### src/rtl/mgmt_pkg.sv
package mgmt_pkg;
   // sequencer phases
   typedef enum logic [1:0] {
      SEQ_IDLE  = 2'd0,
      SEQ_FRAME = 2'd1,
      SEQ_RECOV = 2'd2
   } seq_state_t;

   // fixed frame geometry shared by builder and sequencer
   localparam int unsigned PRE_BITS   = 33;
   localparam int unsigned RECOV_BITS = 32;
endpackage

### src/rtl/mgmt_mdc_gen.sv
module mgmt_mdc_gen #(
   parameter int unsigned DIV_W = 8
) (
   input  logic             clk,
   input  logic             rst_n,
   input  logic             run,
   input  logic [DIV_W-1:0] half_period,
   output logic             tick
);
   logic [DIV_W-1:0] cnt_q;
   logic [DIV_W-1:0] last_cnt;

   // a zero setting behaves as one cycle per phase
   always_comb begin
      last_cnt = (half_period == '0) ? '0 : half_period - 1'b1;
      tick     = run && (cnt_q == last_cnt);
   end

   always_ff @(posedge clk or negedge rst_n) begin
      if (!rst_n) begin
         cnt_q <= '0;
      end else if (!run || tick) begin
         cnt_q <= '0;
      end else begin
         cnt_q <= cnt_q + 1'b1;
      end
   end
endmodule

### src/rtl/mgmt_frame_build.sv
module mgmt_frame_build #(
   parameter int unsigned ADDR_W   = 5,
   parameter int unsigned DATA_W   = 16,
   parameter int unsigned PRE_BITS = 33,
   localparam int unsigned TA0       = PRE_BITS + 4 + 2 * ADDR_W,
   localparam int unsigned FRAME_LEN = TA0 + 2 + DATA_W
) (
   input  logic                 rd,
   input  logic [ADDR_W-1:0]    phy,
   input  logic [ADDR_W-1:0]    regn,
   input  logic [DATA_W-1:0]    wdata,
   output logic [FRAME_LEN-1:0] bits,
   output logic [FRAME_LEN-1:0] drive
);
   localparam int unsigned ST0  = PRE_BITS;
   localparam int unsigned PHY0 = PRE_BITS + 4;
   localparam int unsigned REG0 = PHY0 + ADDR_W;
   localparam int unsigned DAT0 = TA0 + 2;

   // bit i of the vectors goes out i-th on the line
   for (genvar i = 0; i < PRE_BITS; i++) begin : g_pre
      assign bits[i] = 1'b1;
   end

   assign bits[ST0]     = 1'b0;
   assign bits[ST0 + 1] = 1'b1;
   assign bits[ST0 + 2] = rd;
   assign bits[ST0 + 3] = ~rd;

   for (genvar j = 0; j < ADDR_W; j++) begin : g_addr
      assign bits[PHY0 + j] = phy[ADDR_W-1-j];
      assign bits[REG0 + j] = regn[ADDR_W-1-j];
   end

   assign bits[TA0]     = 1'b1;
   assign bits[TA0 + 1] = 1'b0;

   for (genvar j = 0; j < DATA_W; j++) begin : g_data
      assign bits[DAT0 + j] = wdata[DATA_W-1-j];
   end

   // a read releases the line from the first turnaround bit on
   for (genvar i = 0; i < FRAME_LEN; i++) begin : g_drive
      if (i < TA0) begin : g_hdr
         assign drive[i] = 1'b1;
      end else begin : g_tail
         assign drive[i] = ~rd;
      end
   end
endmodule

### src/rtl/mgmt_seq.sv
module mgmt_seq
   import mgmt_pkg::*;
#(
   parameter int unsigned ADDR_W    = 5,
   parameter int unsigned DATA_W    = 16,
   parameter int unsigned FRAME_LEN = 65,
   parameter int unsigned RECOV_LEN = 32
) (
   input  logic                 clk,
   input  logic                 rst_n,
   input  logic                 start,
   input  logic                 rd,
   input  logic [FRAME_LEN-1:0] frame_in,
   input  logic [FRAME_LEN-1:0] drive_in,
   input  logic                 tick,
   input  logic                 mdio_i,
   output logic                 run,
   output logic                 mdc,
   output logic                 mdio_o,
   output logic                 mdio_oe,
   output logic [DATA_W-1:0]    rd_data,
   output logic                 done,
   output logic                 err
);
   localparam int unsigned IDX_W   = $clog2(FRAME_LEN + 1);
   localparam int unsigned RC_W    = $clog2(RECOV_LEN + 1);
   localparam int unsigned DAT0    = FRAME_LEN - DATA_W;
   localparam logic [IDX_W-1:0] TA_CHK   = IDX_W'(DAT0 - 1);
   localparam logic [IDX_W-1:0] DAT_FIRST = IDX_W'(DAT0);
   localparam logic [IDX_W-1:0] LAST_IDX = IDX_W'(FRAME_LEN - 1);
   localparam logic [RC_W-1:0]  RC_LAST  = RC_W'(RECOV_LEN - 1);

   seq_state_t           st_q;
   logic [FRAME_LEN-1:0] bits_q;
   logic [FRAME_LEN-1:0] drv_q;
   logic [IDX_W-1:0]     idx_q;
   logic [RC_W-1:0]      rc_q;
   logic [DATA_W-1:0]    shin_q;
   logic                 rd_q;
   logic                 ta_bad_q;

   assign run = (st_q != SEQ_IDLE);

   always_ff @(posedge clk or negedge rst_n) begin
      if (!rst_n) begin
         st_q     <= SEQ_IDLE;
         bits_q   <= '0;
         drv_q    <= '0;
         idx_q    <= '0;
         rc_q     <= '0;
         shin_q   <= '0;
         rd_q     <= 1'b0;
         ta_bad_q <= 1'b0;
         mdc      <= 1'b0;
         mdio_o   <= 1'b0;
         mdio_oe  <= 1'b0;
         rd_data  <= '0;
         done     <= 1'b0;
         err      <= 1'b0;
      end else begin
         done <= 1'b0;
         unique case (st_q)
            SEQ_IDLE: begin
               mdc <= 1'b0;
               if (start) begin
                  st_q     <= SEQ_FRAME;
                  bits_q   <= frame_in;
                  drv_q    <= drive_in;
                  mdio_o   <= frame_in[0];
                  mdio_oe  <= drive_in[0];
                  idx_q    <= '0;
                  rd_q     <= rd;
                  ta_bad_q <= 1'b0;
                  err      <= 1'b0;
               end
            end
            SEQ_FRAME: begin
               if (tick && !mdc) begin
                  // rising edge: sample the line
                  mdc <= 1'b1;
                  if (rd_q && idx_q == TA_CHK) begin
                     ta_bad_q <= mdio_i;
                  end
                  if (rd_q && idx_q >= DAT_FIRST) begin
                     shin_q <= {shin_q[DATA_W-2:0], mdio_i};
                  end
               end else if (tick) begin
                  // falling edge: move on to the next bit
                  mdc <= 1'b0;
                  if (rd_q && idx_q == TA_CHK && ta_bad_q) begin
                     st_q    <= SEQ_RECOV;
                     rc_q    <= '0;
                     mdio_oe <= 1'b0;
                  end else if (idx_q == LAST_IDX) begin
                     st_q    <= SEQ_IDLE;
                     mdio_oe <= 1'b0;
                     mdio_o  <= 1'b0;
                     done    <= 1'b1;
                     if (rd_q) begin
                        rd_data <= shin_q;
                     end
                  end else begin
                     idx_q   <= idx_q + 1'b1;
                     bits_q  <= bits_q >> 1;
                     drv_q   <= drv_q >> 1;
                     mdio_o  <= bits_q[1];
                     mdio_oe <= drv_q[1];
                  end
               end
            end
            SEQ_RECOV: begin
               if (tick && !mdc) begin
                  mdc <= 1'b1;
               end else if (tick) begin
                  mdc <= 1'b0;
                  if (rc_q == RC_LAST) begin
                     st_q    <= SEQ_IDLE;
                     done    <= 1'b1;
                     err     <= 1'b1;
                     rd_data <= '1;
                  end else begin
                     rc_q <= rc_q + 1'b1;
                  end
               end
            end
            default: st_q <= SEQ_IDLE;
         endcase
      end
   end
endmodule

### src/rtl/mgmt_bus_master.sv
module mgmt_bus_master
   import mgmt_pkg::*;
#(
   parameter int unsigned DIV_W  = 8,
   parameter int unsigned ADDR_W = 5,
   parameter int unsigned DATA_W = 16
) (
   input  logic              clk,
   input  logic              rst_n,
   input  logic [DIV_W-1:0]  half_period,
   input  logic              start,
   input  logic              rd_nwr,
   input  logic [ADDR_W-1:0] phy_addr,
   input  logic [ADDR_W-1:0] reg_addr,
   input  logic [DATA_W-1:0] wr_data,
   output logic [DATA_W-1:0] rd_data,
   output logic              done,
   output logic              err,
   output logic              mdc,
   output logic              mdio_o,
   output logic              mdio_oe,
   input  logic              mdio_i
);
   localparam int unsigned FRAME_LEN = PRE_BITS + 4 + 2 * ADDR_W + 2 + DATA_W;

   if (DIV_W < 1) begin : g_bad_div
      $error("DIV_W must be at least 1");
   end
   if (DATA_W < 2) begin : g_bad_data
      $error("DATA_W must be at least 2");
   end

   logic                 tick;
   logic                 run;
   logic [FRAME_LEN-1:0] frame_bits;
   logic [FRAME_LEN-1:0] frame_drive;

   mgmt_mdc_gen #(.DIV_W(DIV_W)) u_div (
      .clk         (clk),
      .rst_n       (rst_n),
      .run         (run),
      .half_period (half_period),
      .tick        (tick)
   );

   mgmt_frame_build #(
      .ADDR_W   (ADDR_W),
      .DATA_W   (DATA_W),
      .PRE_BITS (PRE_BITS)
   ) u_build (
      .rd    (rd_nwr),
      .phy   (phy_addr),
      .regn  (reg_addr),
      .wdata (wr_data),
      .bits  (frame_bits),
      .drive (frame_drive)
   );

   mgmt_seq #(
      .ADDR_W    (ADDR_W),
      .DATA_W    (DATA_W),
      .FRAME_LEN (FRAME_LEN),
      .RECOV_LEN (RECOV_BITS)
   ) u_seq (
      .clk      (clk),
      .rst_n    (rst_n),
      .start    (start),
      .rd       (rd_nwr),
      .frame_in (frame_bits),
      .drive_in (frame_drive),
      .tick     (tick),
      .mdio_i   (mdio_i),
      .run      (run),
      .mdc      (mdc),
      .mdio_o   (mdio_o),
      .mdio_oe  (mdio_oe),
      .rd_data  (rd_data),
      .done     (done),
      .err      (err)
   );
endmodule

### config.mk
export PLATFORM = sky130hd
export DESIGN_NAME = mgmt_bus_master
export DESIGN_NICKNAME = d
export VERILOG_FILES = /design/src/rtl/mgmt_pkg.sv /design/src/rtl/mgmt_mdc_gen.sv /design/src/rtl/mgmt_frame_build.sv /design/src/rtl/mgmt_seq.sv /design/src/rtl/mgmt_bus_master.sv
export SDC_FILE = /design/constraint.sdc
export NUM_CORES = 1
export LEC_CHECK = 0
export ABC_AREA = 1
export BUFFER_PORTS_ARGS = -buffer_cell sky130_fd_sc_hd__buf_4
export CORE_ASPECT_RATIO = 0.5
export CORE_MARGIN = 2
export CORE_UTILIZATION = 55
export CTS_CLUSTER_DIAMETER = 40
export DETAILED_ROUTE_END_ITERATION = 16
export PLACE_DENSITY = 0.77
export SETUP_SLACK_MARGIN = 0.5
export SLEW_MARGIN = 20
export SYNTH_ARGS = -nofsm -noshare
export SYNTH_HDL_FRONTEND = slang
export SYNTH_SLANG_ARGS = --single-unit
### constraint.sdc
create_clock -name clk -period 2.57 [get_ports clk]
set_input_delay 0.3855 -clock clk [delete_from_list [all_inputs] [get_ports clk]]
set_output_delay 0.3855 -clock clk [all_outputs]
set_load 0.005 [all_outputs]
-- After elaboration in Yosys (flattened, before gate mapping)
Cells that the tools add are included.
- register bits: 192
- output and inout bits: 21
- equal/unequal tests: 22
- muxes and demuxes: 75
- bitwise gates (word level): 1
- $add $sub $neg: 4
- reductions and logical operators: 27
- magnitude comparators: 1
- operator list (kind ; count):
    $mux 65 ; 10
    $pmux 65 s2 ; 2
    $mux 16 ; 8
    $mux 6 ; 6
    $mux 7 ; 5
    $pmux 16 s2 ; 1
    $mux 1 ; 24
    $mux 2 ; 8
    $mux 8 ; 2
    $ne 2x2->1 const B ; 8
    $pmux 7 s2 ; 1
    $reduce_and 7->1 ; 2
    $ne 2x1->1 const B ; 6
    $pmux 1 s2 ; 6
    $pmux 6 s2 ; 1
    $reduce_and 5->1 ; 2
    $reduce_bool 2->1 ; 5
    $reduce_and 9->1 ; 1
    $add 8x1->8 const B ; 1
    $eq 8x8->1 ; 1
    $logic_not 8->1 ; 1
    $reduce_and 4->1 ; 2
    $sub 8x1->8 const B ; 1
    $add 7x1->7 const B ; 1
    18 further kinds ; 25

-- Logic depth before layout (Yosys ltp)
Gate-level depths: netlist of run 1.
- depth after elaboration: 7
- mapped depth: 20
- depth with buffers taken out: 19

-- Cells and area by module
A second synthesis of run 1 with hierarchy kept.
- cell total of the unflattened synthesis: 1568
- area, all modules: 11040.6 µm²
- by module, submodules not included (module ; instances ; area an instance (µm²) ; cells each ; seq. area each (µm²)):
    mgmt_seq ; 1 ; 9267.6 ; 1317 ; 4554.4
    mgmt_frame_build ; 1 ; 979.7 ; 132 ; 0.0
    mgmt_mdc_gen ; 1 ; 793.3 ; 119 ; 200.2

-- Worst setup path after synthesis of run 1
Ideal clock, no wire load.
- kind: input to register
- from: input port half_period[0]
- to: register u_seq.bits_q[35]
- library setup time: 0.123 ns
- path slack: 0.221 ns
- data required time: 2.447 ns
- cell stages on the path: 19
- data arrival time: 2.225 ns
- buffers on the path: 2
- cells stage by stage: inv_1 ha_1 nand2_2 nor2_4 nand2_4 nand3_1 nand2_1 inv_2 nand2_2 nor2_4 nand4_4 nand2_2 nand2_2 clkinv_2 nand2_4 buf_6 buf_6 nand2_1 o21ai_2
- longest elaborated chain between the ends: 7
- RTL lines (element ; RTL line ; text):
    start: declaration ; mgmt_bus_master.sv:10 ; input logic [DIV_W-1:0] half_period,
    $sub 8x1->8 / $logic_not 8->1 (equally long branches) ; mgmt_mdc_gen.sv:15 ; last_cnt = (half_period == '0) ? '0 : half_period - 1'b1;
    $mux 8 (*) ; mgmt_mdc_gen.sv:15 ;
    $eq 8x8->1 (*) ; mgmt_mdc_gen.sv:16 ; tick = run && (cnt_q == last_cnt);
    $logic_and 1x1->1 (*) ; mgmt_mdc_gen.sv:16 ;
    $logic_and 1x1->1 ; mgmt_seq.sv:78 ; if (tick && !mdc) begin
    $ne 2x2->1 (no source line) ; n/a ;
    $reduce_and 6->1 (no source line) (*) ; n/a ;
    end signal: assignment ; mgmt_seq.sv:67 ; bits_q <= frame_in;
    end signal: assignment ; mgmt_seq.sv:104 ; bits_q <= bits_q >> 1;
    end: declaration ; mgmt_seq.sv:34 ; logic [FRAME_LEN-1:0] bits_q;
Mark *: on every way between the ends. The rest lies on a longest branch, timed or not.
A chain may end at the register's enable or synchronous reset.

-- Final worst setup path of run 1
- from: input port half_period[0]
- to: register u_seq.rd_data[8]
- longest elaborated chain between the ends: 7
- RTL lines (element ; RTL line ; text):
    $sub 8x1->8 / $logic_not 8->1 (equally long branches) ; mgmt_mdc_gen.sv:15 ;
    $mux 8 (*) ; mgmt_mdc_gen.sv:15 ;
    $eq 8x8->1 (*) ; mgmt_mdc_gen.sv:16 ;
    $logic_and 1x1->1 (*) ; mgmt_mdc_gen.sv:16 ;
    $logic_and 1x1->1 ; mgmt_seq.sv:78, mgmt_seq.sv:112 ;
    $ne 2x2->1 (no source line) ; n/a ;
    $reduce_and 9->1 (no source line) (*) ; n/a ;
    end signal: assignment ; mgmt_seq.sv:100 ; rd_data <= shin_q;
    end: declaration ; mgmt_seq.sv:21 ; output logic [DATA_W-1:0] rd_data,
Marks and branches as above.

==> results of run 1 <==
flip-flops by register name, summed over array words and instances, names as in the netlist:
| signal | cells |
|---|---|
| u_div.cnt_q | 8 |
| u_seq.bits_q | 64 |
| u_seq.done | 1 |
| u_seq.drv_q | 64 |
| u_seq.err | 1 |
| u_seq.idx_q | 7 |
| u_seq.mdc | 1 |
| u_seq.mdio_o | 1 |
| u_seq.mdio_oe | 1 |
| u_seq.rc_q | 6 |
| u_seq.rd_data | 16 |
| u_seq.rd_q | 1 |
| u_seq.shin_q | 16 |
| u_seq.st_q | 2 |
| u_seq.ta_bad_q | 1 |
final cells by class:
| type | count | share of cell area |
|---|---|---|
| Clock inverter | 13 | 0.0102 |
| Inverter | 98 | 0.0340 |
| Tap cell | 227 | 0.0246 |
| Multi-Input combinational cell | 793 | 0.369 |
| Sequential cell | 190 | 0.412 |
| Timing Repair Buffer | 114 | 0.112 |
| Clock buffer | 19 | 0.0384 |
critical path: stages:
cell and delay (ns):
buf_8 0.10, clkinvlp_4 0.07, ha_4 0.17, nand2_4 0.06, nor2_4 0.19, nand2_4 0.10
nand2_1 0.09, nand2_1 0.07, nand2_1 0.08, inv_2 0.04, nand2_2 0.07, nor2_4 0.05
buf_6 0.11, nand4_1 0.13, nor2_2 0.07, nor2_4 0.27, clkbuf_16 0.22, nand3_1 0.10
nand2_1 0.08, inv_1 0.04
power breakdown:
group / internal [W] / switching [W] / total [W] / leakage, nW
Sequential: 0.00425 / 0.000685 / 0.00494 / 2.36
Clock: 0.00131 / 0.00125 / 0.00256 / 0.279
Combinational: 0.00326 / 0.00445 / 0.00772 / 3.10
Total: 0.00882 / 0.00639 / 0.0152 / 5.74
synthesized netlist by cell type (all sizes together), types with 4 or more instances:
master  count  share of area
a21oi      27          0.014
buf        30          0.032
clkbuf     29          0.012
dfrtp     190           0.50
ha         11          0.015
inv        95          0.038
nand2     370           0.15
nand3      62          0.033
nand4      11         0.0089
nor2      143          0.060
nor3        4         0.0021
o21ai     141           0.11
xor2        6         0.0056
per-stage QoR:
stage | util | worst slack, ns
floorplan | - | 0.350
global placement | 0.611 | 0.149
detailed placement | 0.612 | 0.0554
CTS | 0.650 | 0.499
global route | 0.697 | 0.324
finish | 0.697 | 0.415
repair_timing:
item | CTS | global route
setup endpoints to repair | 148 | 170
gates cloned | 1 | 18
pin swaps | 1 | 44
hold endpoints to repair | 54 | 0
hold buffers | 1 | 0
setup buffers | 0 | 12
resized for setup | 11 | 89
layer usage:
metal,global-route usage,vias up
met1,0.275,3690
li1,-,3741
met5,0,-
met2,0.360,183
met3,0.0358,29
met4,0.0645,0
how the worst max path moves through the flow:
stage | startpoint | endpoint | slack, ns | cells after the start
detailed placement | half_period[0] | u_seq.rd_data[4] | 0.06 | 19
global route | half_period[0] | u_seq.rd_data[8] | 0.32 | 20
finish | half_period[0] | u_seq.rd_data[8] | 0.42 | 20
floorplan | half_period[0] | u_seq.bits_q[35] | 0.35 | 19
global placement | half_period[0] | u_seq.rd_data[9] | 0.15 | 18
CTS | u_seq.idx_q[0] | u_seq.drv_q[40] | 0.50 | 11
logic make-up (layout without fill, tap and decap cells):
kind of cell	Yosys count	after routing	synth area share
adder cells (fa/ha/maj)	11	11	0.0146
flip-flops	190	190	0.504
buffers and inverters	157	244	0.0828
XOR/XNOR	6	6	0.00557
AND/OR/NAND/NOR	600	606	0.262
AO/OA/AOI/OAI	170	170	0.131
==> flow_summary.yaml, run 1 <==
outcome:
  status: "finished clean"
yosys:
  synth_edf_count: 0
  ys_warn_count: 0
  synth_top_flop_cell: "dfrtp_1"
  syn_inst: 1134
  synth-seq-cells: 190
  netlist_area_mm2: 0.00943
  synth_area_per_cell_um2: 8.31
  synthArstFlopShare: 1.00
  synth_cell_types: 32
  yosysSeqAreaShare: 0.504
  syn_nets: 1184
cells_and_area:
  layout_commonest_cell: "nand2_1"
  layout.nets: 1264
  finalNonFillerCells: 1454
  stdcell_area_mm2: 0.0115
  drive_gt1_frac: 0.268
  synthToLayoutAreaGrowth_pct: 22.5
  multi_input_area_mm2: 0.00426
  final_cell_mix: "347 x nand2_1, 189 x dfrtp_1, 130 x nor2_1"
  nFillCells: 1187
  seq_area_mm2: 0.00476
  diodes: 0
placement:
  place_area_mm2: 0.0101
  place_inst: 1390
  place_hpwl_um: 11500
  portBuffers: 59
  routabilityCongestion: 0.922
die:
  die_area_mm2: 0.0183
  core_area_mm2: 0.0166
  die_height_um: 96.6
  ios: 60
  floorplan.initialDensity: 0.569
  dieWidth_um: 189
  rows: 33
sta:
  rsz0062_at_grt: "true"
  fin_skew_ns: 0.0148
  period_minus_slack_ns: 2.15
  holdWs_ns: 0.216
  finalMaxSlewViolations: 0
  max_freq_ghz: 0.464
  setup_viol: 0
  hold_violations: 0
  period_share: 0.838
  tightest_slew_ns: 0.666
  relSlewSlack: 0.556
  tns_ns: 0
routing:
  drc: 0
  vias_per_cell: 5.26
  first_iter_violations: 658
  met2WireLength_um: 10100
  num_vias: 7643
  route.met3.wl_um: 734
  wl_per_cell_um: 14.1
  antenna_left: 0
  drtPass1Iterations: 5
  top_layer_used: "met4"
  drt-total-wl_um: 20600
  drt-met1-wl_um: 9410
clock_tree:
  cts-htree-levels: 4
  path_clk_slew_ns: 0.08
  cts_made_buffers: 17
  clock_path_buffers: 2
  clk_latency_ns: 0.44
  clock_sinks: 190
  cts_tree: "yes"
  cts_root_buf: "clkbuf_16"
hold_path:
  min_to: "u_seq.shin_q[0]"
  hold_depth: 3
  hold_class: "primary input to flop"
  holdCritStartpoint: "mdio_i"
job:
  drv_cap: 0
setup_path:
  cp.arrival_ns: 2.50
  ff2ff_path_depth: 13
  end_kind: "flop"
  path_class: "primary input to flop"
  cp_max_fo: 8
  worst-r2r-setup-slack_ns: 0.44
  required_ns: 2.91
  start_kind: "primary input"
  r2r_end: "u_seq.rd_data[8]"
  timing.rr.start: "u_seq.rc_q[0]"
global_routing:
  track_usage: 0.209
  antenna_found_initial: 0
  grt_first_pass_wirelength_um: 31100
  overflow: 0
  grt_pass1_vias: 6874
  grt_max_degree: 67
pwr:
  leakagePower_nw: 5.74
  vdd_drop_max_uv: 757
  p_per_area_mw_per_mm2: 1320
  total_power_w: 0.0152
Power figures use the tool's default switching activity.
==> inputs of run 2 (changes only) <==
- PLACE_DENSITY: 0.77 -> 0.8
- clock period: 2.57 -> 1.8 ns (I/O delays scaled with it)
==> run 2 against run 1 <==
Against the previous run:
- the run now fails in global routing
- area after synthesis unchanged
- synthesized cell count stayed put
==> flow_summary.yaml, run 2 <==
die:
  rows: 33
  ios: 60
  dieWidth_um: 189
  die_height_um: 96.6
  floorplan.initialDensity: 0.569
global_routing:
  antenna_found_initial: 2
  grt_max_degree: 63
  overflow: 66
  track_usage: 0.748
sta:
  worst-ep-kind: "register input"
  crit_endpoint: "u_seq.rc_q[5]$_DFFE_PN0P_/D"
yosys:
  synth_top_flop_cell: "dfrtp_1"
  synth_edf_count: 0
  syn_nets: 1184
  post-synth-top-count-cell: "nand2_1"
  synth-seq-cells: 190
  synth_area_per_cell_um2: 8.31
  netlist_top_cells_count: "363 x nand2_1, 190 x dfrtp_1, 137 x nor2_1"
  synth_top_area_cell: "dfrtp_1"
  synth_cell_types: 32
  syn_inst: 1134
  yosysSeqAreaShare: 0.504
  netlist_area_mm2: 0.00943
  synth_top_area_frac: 0.504
  synthArstFlopShare: 1.00
  netlist_top_cells_area: "dfrtp_1 50%, nand2_1 14%, o21ai_2 9.3%"
  ys_warn_count: 0
clock_tree:
  cts_root_buf: "clkbuf_16"
  clock_path_buffers: 2
  cts-htree-levels: 4
  clock_sinks: 190
  cts_made_buffers: 17
placement:
  routabilityCongestion: 0.901
  dp_slack_ns: -0.554
  portBuffers: 59
  place_hpwl_um: 12200
outcome:
  status: "stopped before the end"
  firstError: "[ERROR GRT-0232] Routing congestion too high. Check the congestion heatmap in the GUI."
  stop_stage: "global routing"
==> run 2: cell counts after synthesis <==
No cell type changed its count.
==> run 2: routing by layer <==
| metal | overflow | global-route usage |
|---|---|---|
| met1 | 1 | 0.731 |
| met3 | 3 | 0.648 |
| met5 | 0 | 0.470 |
| met2 | 26 | 0.896 |
| met4 | 36 | 0.727 |
==> run 2: cells by family after synthesis <==
family          after synthesis  share of synthesized area
simple gates                600                      0.262
flops                       190                      0.504
compound gates              170                      0.131
buf+inv                     157                     0.0828
fa+ha+maj                    11                     0.0146
xor+xnor                      6                    0.00557
==> run 2: what timing repair did <==
| action | in CTS |
|---|---|
| resized for setup | 202 |
| cloned | 23 |
| hold buffers | 1 |
| buffers inserted | 37 |
| pin swaps | 28 |
| endpoints found under the setup margin | 190 |
| hold endpoints to repair | 49 |
==> run 2: per-stage QoR <==
| stage | area (µm²) | instances |
|---|---|---|
| after global placement | 10500 | 1441 |
| after CTS | 12700 | 1534 |
| after detailed placement | 10500 | 1441 |
| after floorplan | 9500 | 1134 |
==> inputs of run 3 (changes only) <==
- CORE_ASPECT_RATIO: 0.5 -> unset
- CORE_UTILIZATION: 55 -> 40
- CTS_CLUSTER_DIAMETER: 40 -> unset
- PLACE_DENSITY: 0.8 -> unset
- PLACE_DENSITY_LB_ADDON: unset -> 0.15
- SETUP_SLACK_MARGIN: 0.5 -> unset
- clock period: 1.8 -> 2.3 ns (I/O delays scaled with it)
==> run 3 against run 2 <==
Against the previous run:
- the run now ends clean
==> flow_summary.yaml, run 3 (synthesized netlist as in run 1, its figures left out) <==
setup_path:
  critPathLaunch: "u_seq.idx_q[1]"
  cp_max_fo: 50
  worst-r2r-setup-slack_ns: 0.22
  timing.rr.start: "u_seq.idx_q[1]"
  cp.arrival_ns: 2.43
  r2r_end: "u_seq.idx_q[2]"
  required_ns: 2.66
  start_kind: "flop"
  ff2ff_path_depth: 11
  end_kind: "flop"
  path_class: "flop to flop"
die:
  die_area_mm2: 0.0248
  dieWidth_um: 158
  rows: 56
  die_height_um: 158
  core_area_mm2: 0.0233
  ios: 60
  floorplan.initialDensity: 0.404
clock_tree:
  clock_sinks: 190
  clk_latency_ns: 0.44
  clock_path_buffers: 2
  cts-htree-levels: 4
  path_clk_slew_ns: 0.07
  cts_tree: "yes"
  cts_made_buffers: 17
  post_cts_buffers: 0
  cts_root_buf: "clkbuf_16"
placement:
  place_inst: 1496
  place_hpwl_um: 11400
  routabilityCongestion: 0.771
  portBuffers: 59
cells_and_area:
  layout.nets: 1247
  synthToLayoutAreaGrowth_pct: 16.3
  nFillCells: 2303
  reg_top3: "u_seq.bits_q (64), u_seq.drv_q (64)"
  multi_input_area_mm2: 0.00392
  diodes: 0
  finalNonFillerCells: 1529
  seq_area_mm2: 0.00475
  layout_commonest_cell: "nand2_1"
  final_cell_mix: "363 x nand2_1, 190 x dfrtp_1, 134 x nor2_1"
  drive_gt1_frac: 0.216
pwr:
  p_per_area_mw_per_mm2: 1390
  leakagePower_nw: 5.49
  vdd_drop_max_uv: 787
global_routing:
  track_usage: 0.154
  grt_max_degree: 112
  grt_pass1_vias: 6702
  antenna_found_initial: 0
  grt_first_pass_wirelength_um: 31400
  overflow: 0
hold_path:
  holdCritStartpoint: "mdio_i"
  hold_class: "primary input to flop"
  min_to: "u_seq.shin_q[0]"
  hold_depth: 3
sta:
  period_share: 0.903
  relSlewSlack: 0.664
  fin_skew_ns: 0.0173
  finalMaxSlewViolations: 0
  tns_ns: 0
  period_minus_slack_ns: 2.08
  max_freq_ghz: 0.482
  hold_violations: 0
  setup_viol: 0
  holdWs_ns: 0.176
  rsz0062_at_grt: "false"
  tightest_slew_ns: 0.503
routing:
  first_iter_violations: 409
  drt-total-wl_um: 17600
  antenna_left: 0
  drtPass1Iterations: 4
  wl_per_cell_um: 11.5
  num_vias: 7012
  drc: 0
  vias_per_cell: 4.59
job:
  drv_cap: 0
outcome:
  status: "finished clean"
run 3: metrics by stage:
step / power [W] / util / setup slack [ns] / cell area (µm²)
6_report: 0.0152 / 0.470 / 0.224 / 11000
5_1_grt: 0.0167 / 0.470 / 0.0117 / 11000
4_1_cts: 0.0155 / 0.469 / 0.0479 / 11000
3_5_place_dp: 0.0125 / 0.444 / -0.147 / 10400
3_3_place_gp: 0.0124 / 0.444 / -0.110 / 10400
2_1_floorplan: 0.0111 / - / 0.0126 / 9430
run 3: worst max-delay path by stage:
stage                     slack (ns)  depth (start not counted)          endpoint
after CTS                       0.05                         11    u_seq.idx_q[2]
after global placement         -0.11                         18  u_seq.shin_q[11]
after detailed placement       -0.15                         18   u_seq.drv_q[44]
final                           0.22                         11    u_seq.idx_q[2]
after global routing            0.01                         11   u_seq.drv_q[55]
after floorplan                 0.01                         19  u_seq.bits_q[35]
run 3: repair_timing:
action	CTS	global route
hold buffers	1	0
endpoints found under the setup margin	0	152
endpoints found under the hold margin	53	0
resized for setup	0	3
run 3: report_power, final:
part	switching, W	internal (W)	total [W]
clock	0.00143	0.00148	0.00292
combinational	0.00417	0.00271	0.00688
sequential	0.000679	0.00475	0.00543
total	0.00629	0.00894	0.0152
run 3: critical path: stages, from the launching register on:
cell	delay [ns]
dfrtp_1	0.42
inv_1	0.11
ha_1	0.18
nand2_1	0.07
nor4_2	0.19
nand2_1	0.16
nor2_2	0.18
nor2_2	0.10
nand2_8	0.15
buf_12	0.26
nand2_1	0.11
o21ai_2	0.07
run 3: layer usage:
| layer | vias to the layer above | GRT usage | share of wire |
|---|---|---|---|
| met3 | 10 | 0.0275 | 0.022 |
| met4 | 0 | 0.0463 | 0.0090 |
| li1 | 3701 | - | - |
| met2 | 62 | 0.248 | 0.45 |
| met5 | - | 0 | 0 |
| met1 | 3239 | 0.213 | 0.51 |
run 3: area by class of cell:
type,count,share of cell area
Multi-Input combinational cell,787,0.358
Tap cell,319,0.0364
Timing Repair Buffer,103,0.0850
Sequential cell,190,0.434
Inverter,98,0.0338
Clock buffer,19,0.0404
Clock inverter,13,0.0130
==> inputs of run 4 (changes only) <==
- CORE_UTILIZATION: 40 -> 60
==> run 4 against run 3 <==
Against the previous run:
- sequential cell count unchanged
- largest cell class unchanged
- clock skew fell by 0.0059 ns
- die area down 33%
- worst hold slack improved by 0.022 ns
- utilization grew 24 points
- combinational power is 0.6% lower
- sequential power about the same
- setup slack got worse by 0.042 ns
- critical endpoint is now u_seq.drv_q[1]
- final area decreased by 1.5%
- critical path type unchanged
- sequential share of layout area grew 0.64 points
- critical path depth stayed put
- cell count is 7.7% lower
==> flow_summary.yaml, run 4 (synthesized netlist as in run 1, its figures left out) <==
placement:
  routabilityCongestion: 0.822
  dp_slack_ns: -0.165
  place_hpwl_um: 10700
  portBuffers: 59
die:
  die_height_um: 129
  floorplan.initialDensity: 0.618
  die_area_mm2: 0.0167
  core_area_mm2: 0.0153
  dieWidth_um: 129
  ios: 60
  rows: 45
cells_and_area:
  final_cell_mix: "363 x nand2_1, 190 x dfrtp_1, 133 x nor2_1"
  layout.nets: 1238
  synthToLayoutAreaGrowth_pct: 14.6
  multi_input_area_mm2: 0.00393
  drive_gt1_frac: 0.212
  nFillCells: 1203
  layout_commonest_cell: "nand2_1"
  fin_util: 0.708
  reg_top3: "u_seq.bits_q (64), u_seq.drv_q (64)"
  seq_area_mm2: 0.00475
  diodes: 0
sta:
  hold_violations: 0
  finalMaxSlewViolations: 0
  setup_viol: 0
  tightest_slew_ns: 0.532
  finalWorstSetupSlack_ns: 0.182
  fin_skew_ns: 0.0114
  max_freq_ghz: 0.472
  period_share: 0.921
  tns_ns: 0
  relSlewSlack: 0.645
  period_minus_slack_ns: 2.12
  holdWs_ns: 0.198
clock_tree:
  clk_latency_ns: 0.43
  cts_made_buffers: 17
  cts_tree: "yes"
  clock_sinks: 190
  cts_root_buf: "clkbuf_16"
  clock_path_buffers: 2
  path_clk_slew_ns: 0.07
  cts-htree-levels: 4
routing:
  drtPass1Iterations: 5
  drc: 0
  drt-total-wl_um: 17100
  antenna_left: 0
  num_vias: 7117
  wl_per_cell_um: 12.1
  vias_per_cell: 5.04
  first_iter_violations: 362
setup_path:
  path_class: "flop to flop"
  crit_path_cell_trace: "inv_1, ha_1, nand2_1, nor4_2, nand2_1, nor2_2, nor2_2, nand2_8, buf_12, nand2_1, o21ai_2"
  end_kind: "flop"
  cp_max_fo: 45
  crit_path_frequent_cell: "nand2_1"
  cp_slowest_stage_delay_ns: 0.41
  start_kind: "flop"
  cp.arrival_ns: 2.48
  required_ns: 2.66
  cp_slowest_cell: "dfrtp_1"
global_routing:
  overflow: 0
  grt_pass1_vias: 6514
  grt_first_pass_wirelength_um: 29400
  grt_max_degree: 112
  track_usage: 0.216
  antenna_found_initial: 0
pwr:
  switchingPower_w: 0.00625
  leakagePower_nw: 5.45
  p_int_w: 0.00925
  combPwrFrac: 0.441
  p_per_area_mw_per_mm2: 1440
  power_frac_clock: 0.207
  switching_share: 0.403
  vdd_drop_max_uv: 924
  seqPwrFrac: 0.351
outcome:
  status: "finished clean"
hold_path:
  hold_class: "primary input to flop"
job:
  drv_cap: 0
## run 4: stage by stage
step / power (W) / std cells / area [µm²]
floorplan: 0.0111 / 1134 / 9430
global placement: 0.0121 / 1379 / 10100
detailed placement: 0.0123 / 1379 / 10100
CTS: 0.0156 / 1411 / 10800
global route: 0.0168 / 1411 / 10800
finish: 0.0155 / 1411 / 10800
## run 4: power groups by stage
stage	clock network (W)	logic [W]	registers [W]
5_1_grt	0.00340	0.00782	0.00561
2_1_floorplan	0	0.00572	0.00536
4_1_cts	0.00327	0.00692	0.00545
3_5_place_dp	0	0.00684	0.00549
3_3_place_gp	0	0.00666	0.00546
6_report	0.00321	0.00684	0.00545
## run 4: worst paths after layout
kind / startpoint / cells past startpoint / end / slack, ns
setup / recovery: u_seq.idx_q[1] / 11 / u_seq.drv_q[1] / 0.18
hold / removal: mdio_i / 3 / u_seq.shin_q[0] / 0.20
hold reg to reg: u_seq.bits_q[62] / 2 / u_seq.bits_q[62] / 0.47
setup reg to reg: u_seq.idx_q[1] / 11 / u_seq.drv_q[1] / 0.18
max in group asynchronous: rst_n / 3 / u_seq.rd_data[1] / 1.21
min in group asynchronous: rst_n / 2 / u_div.cnt_q[0] / 0.40
## run 4: final cells by class
class,instances,share of cell area
clock buffer,18,0.0407
clock inverter,13,0.0191
inverter,98,0.0343
multi-input combinational,787,0.364
sequential,190,0.440
tap,211,0.0244
timing repair buffer,94,0.0777
## run 4: metal layers
metal | vias up | part of all wire | GRT usage
met1 | 3348 | 0.49 | 0.296
met2 | 83 | 0.48 | 0.358
met4 | 0 | 0.0077 | 0.0499
li1 | 3675 | - | -
met5 | - | 0 | 0
met3 | 11 | 0.025 | 0.0446
## run 4: what timing repair did
item	CTS	global route
endpoints found under the setup margin	0	151
hold buffers	1	0
hold endpoints to repair	43	0
setup buffers	0	0
gates resized for setup	0	6
## run 4: critical path: cells and delay by family (launching register included)
family	cells	cell delay, ns
compound gates	1	0.08
fa+ha+maj	1	0.18
simple gates	7	1.00
flops	1	0.41
buf+inv	2	0.36
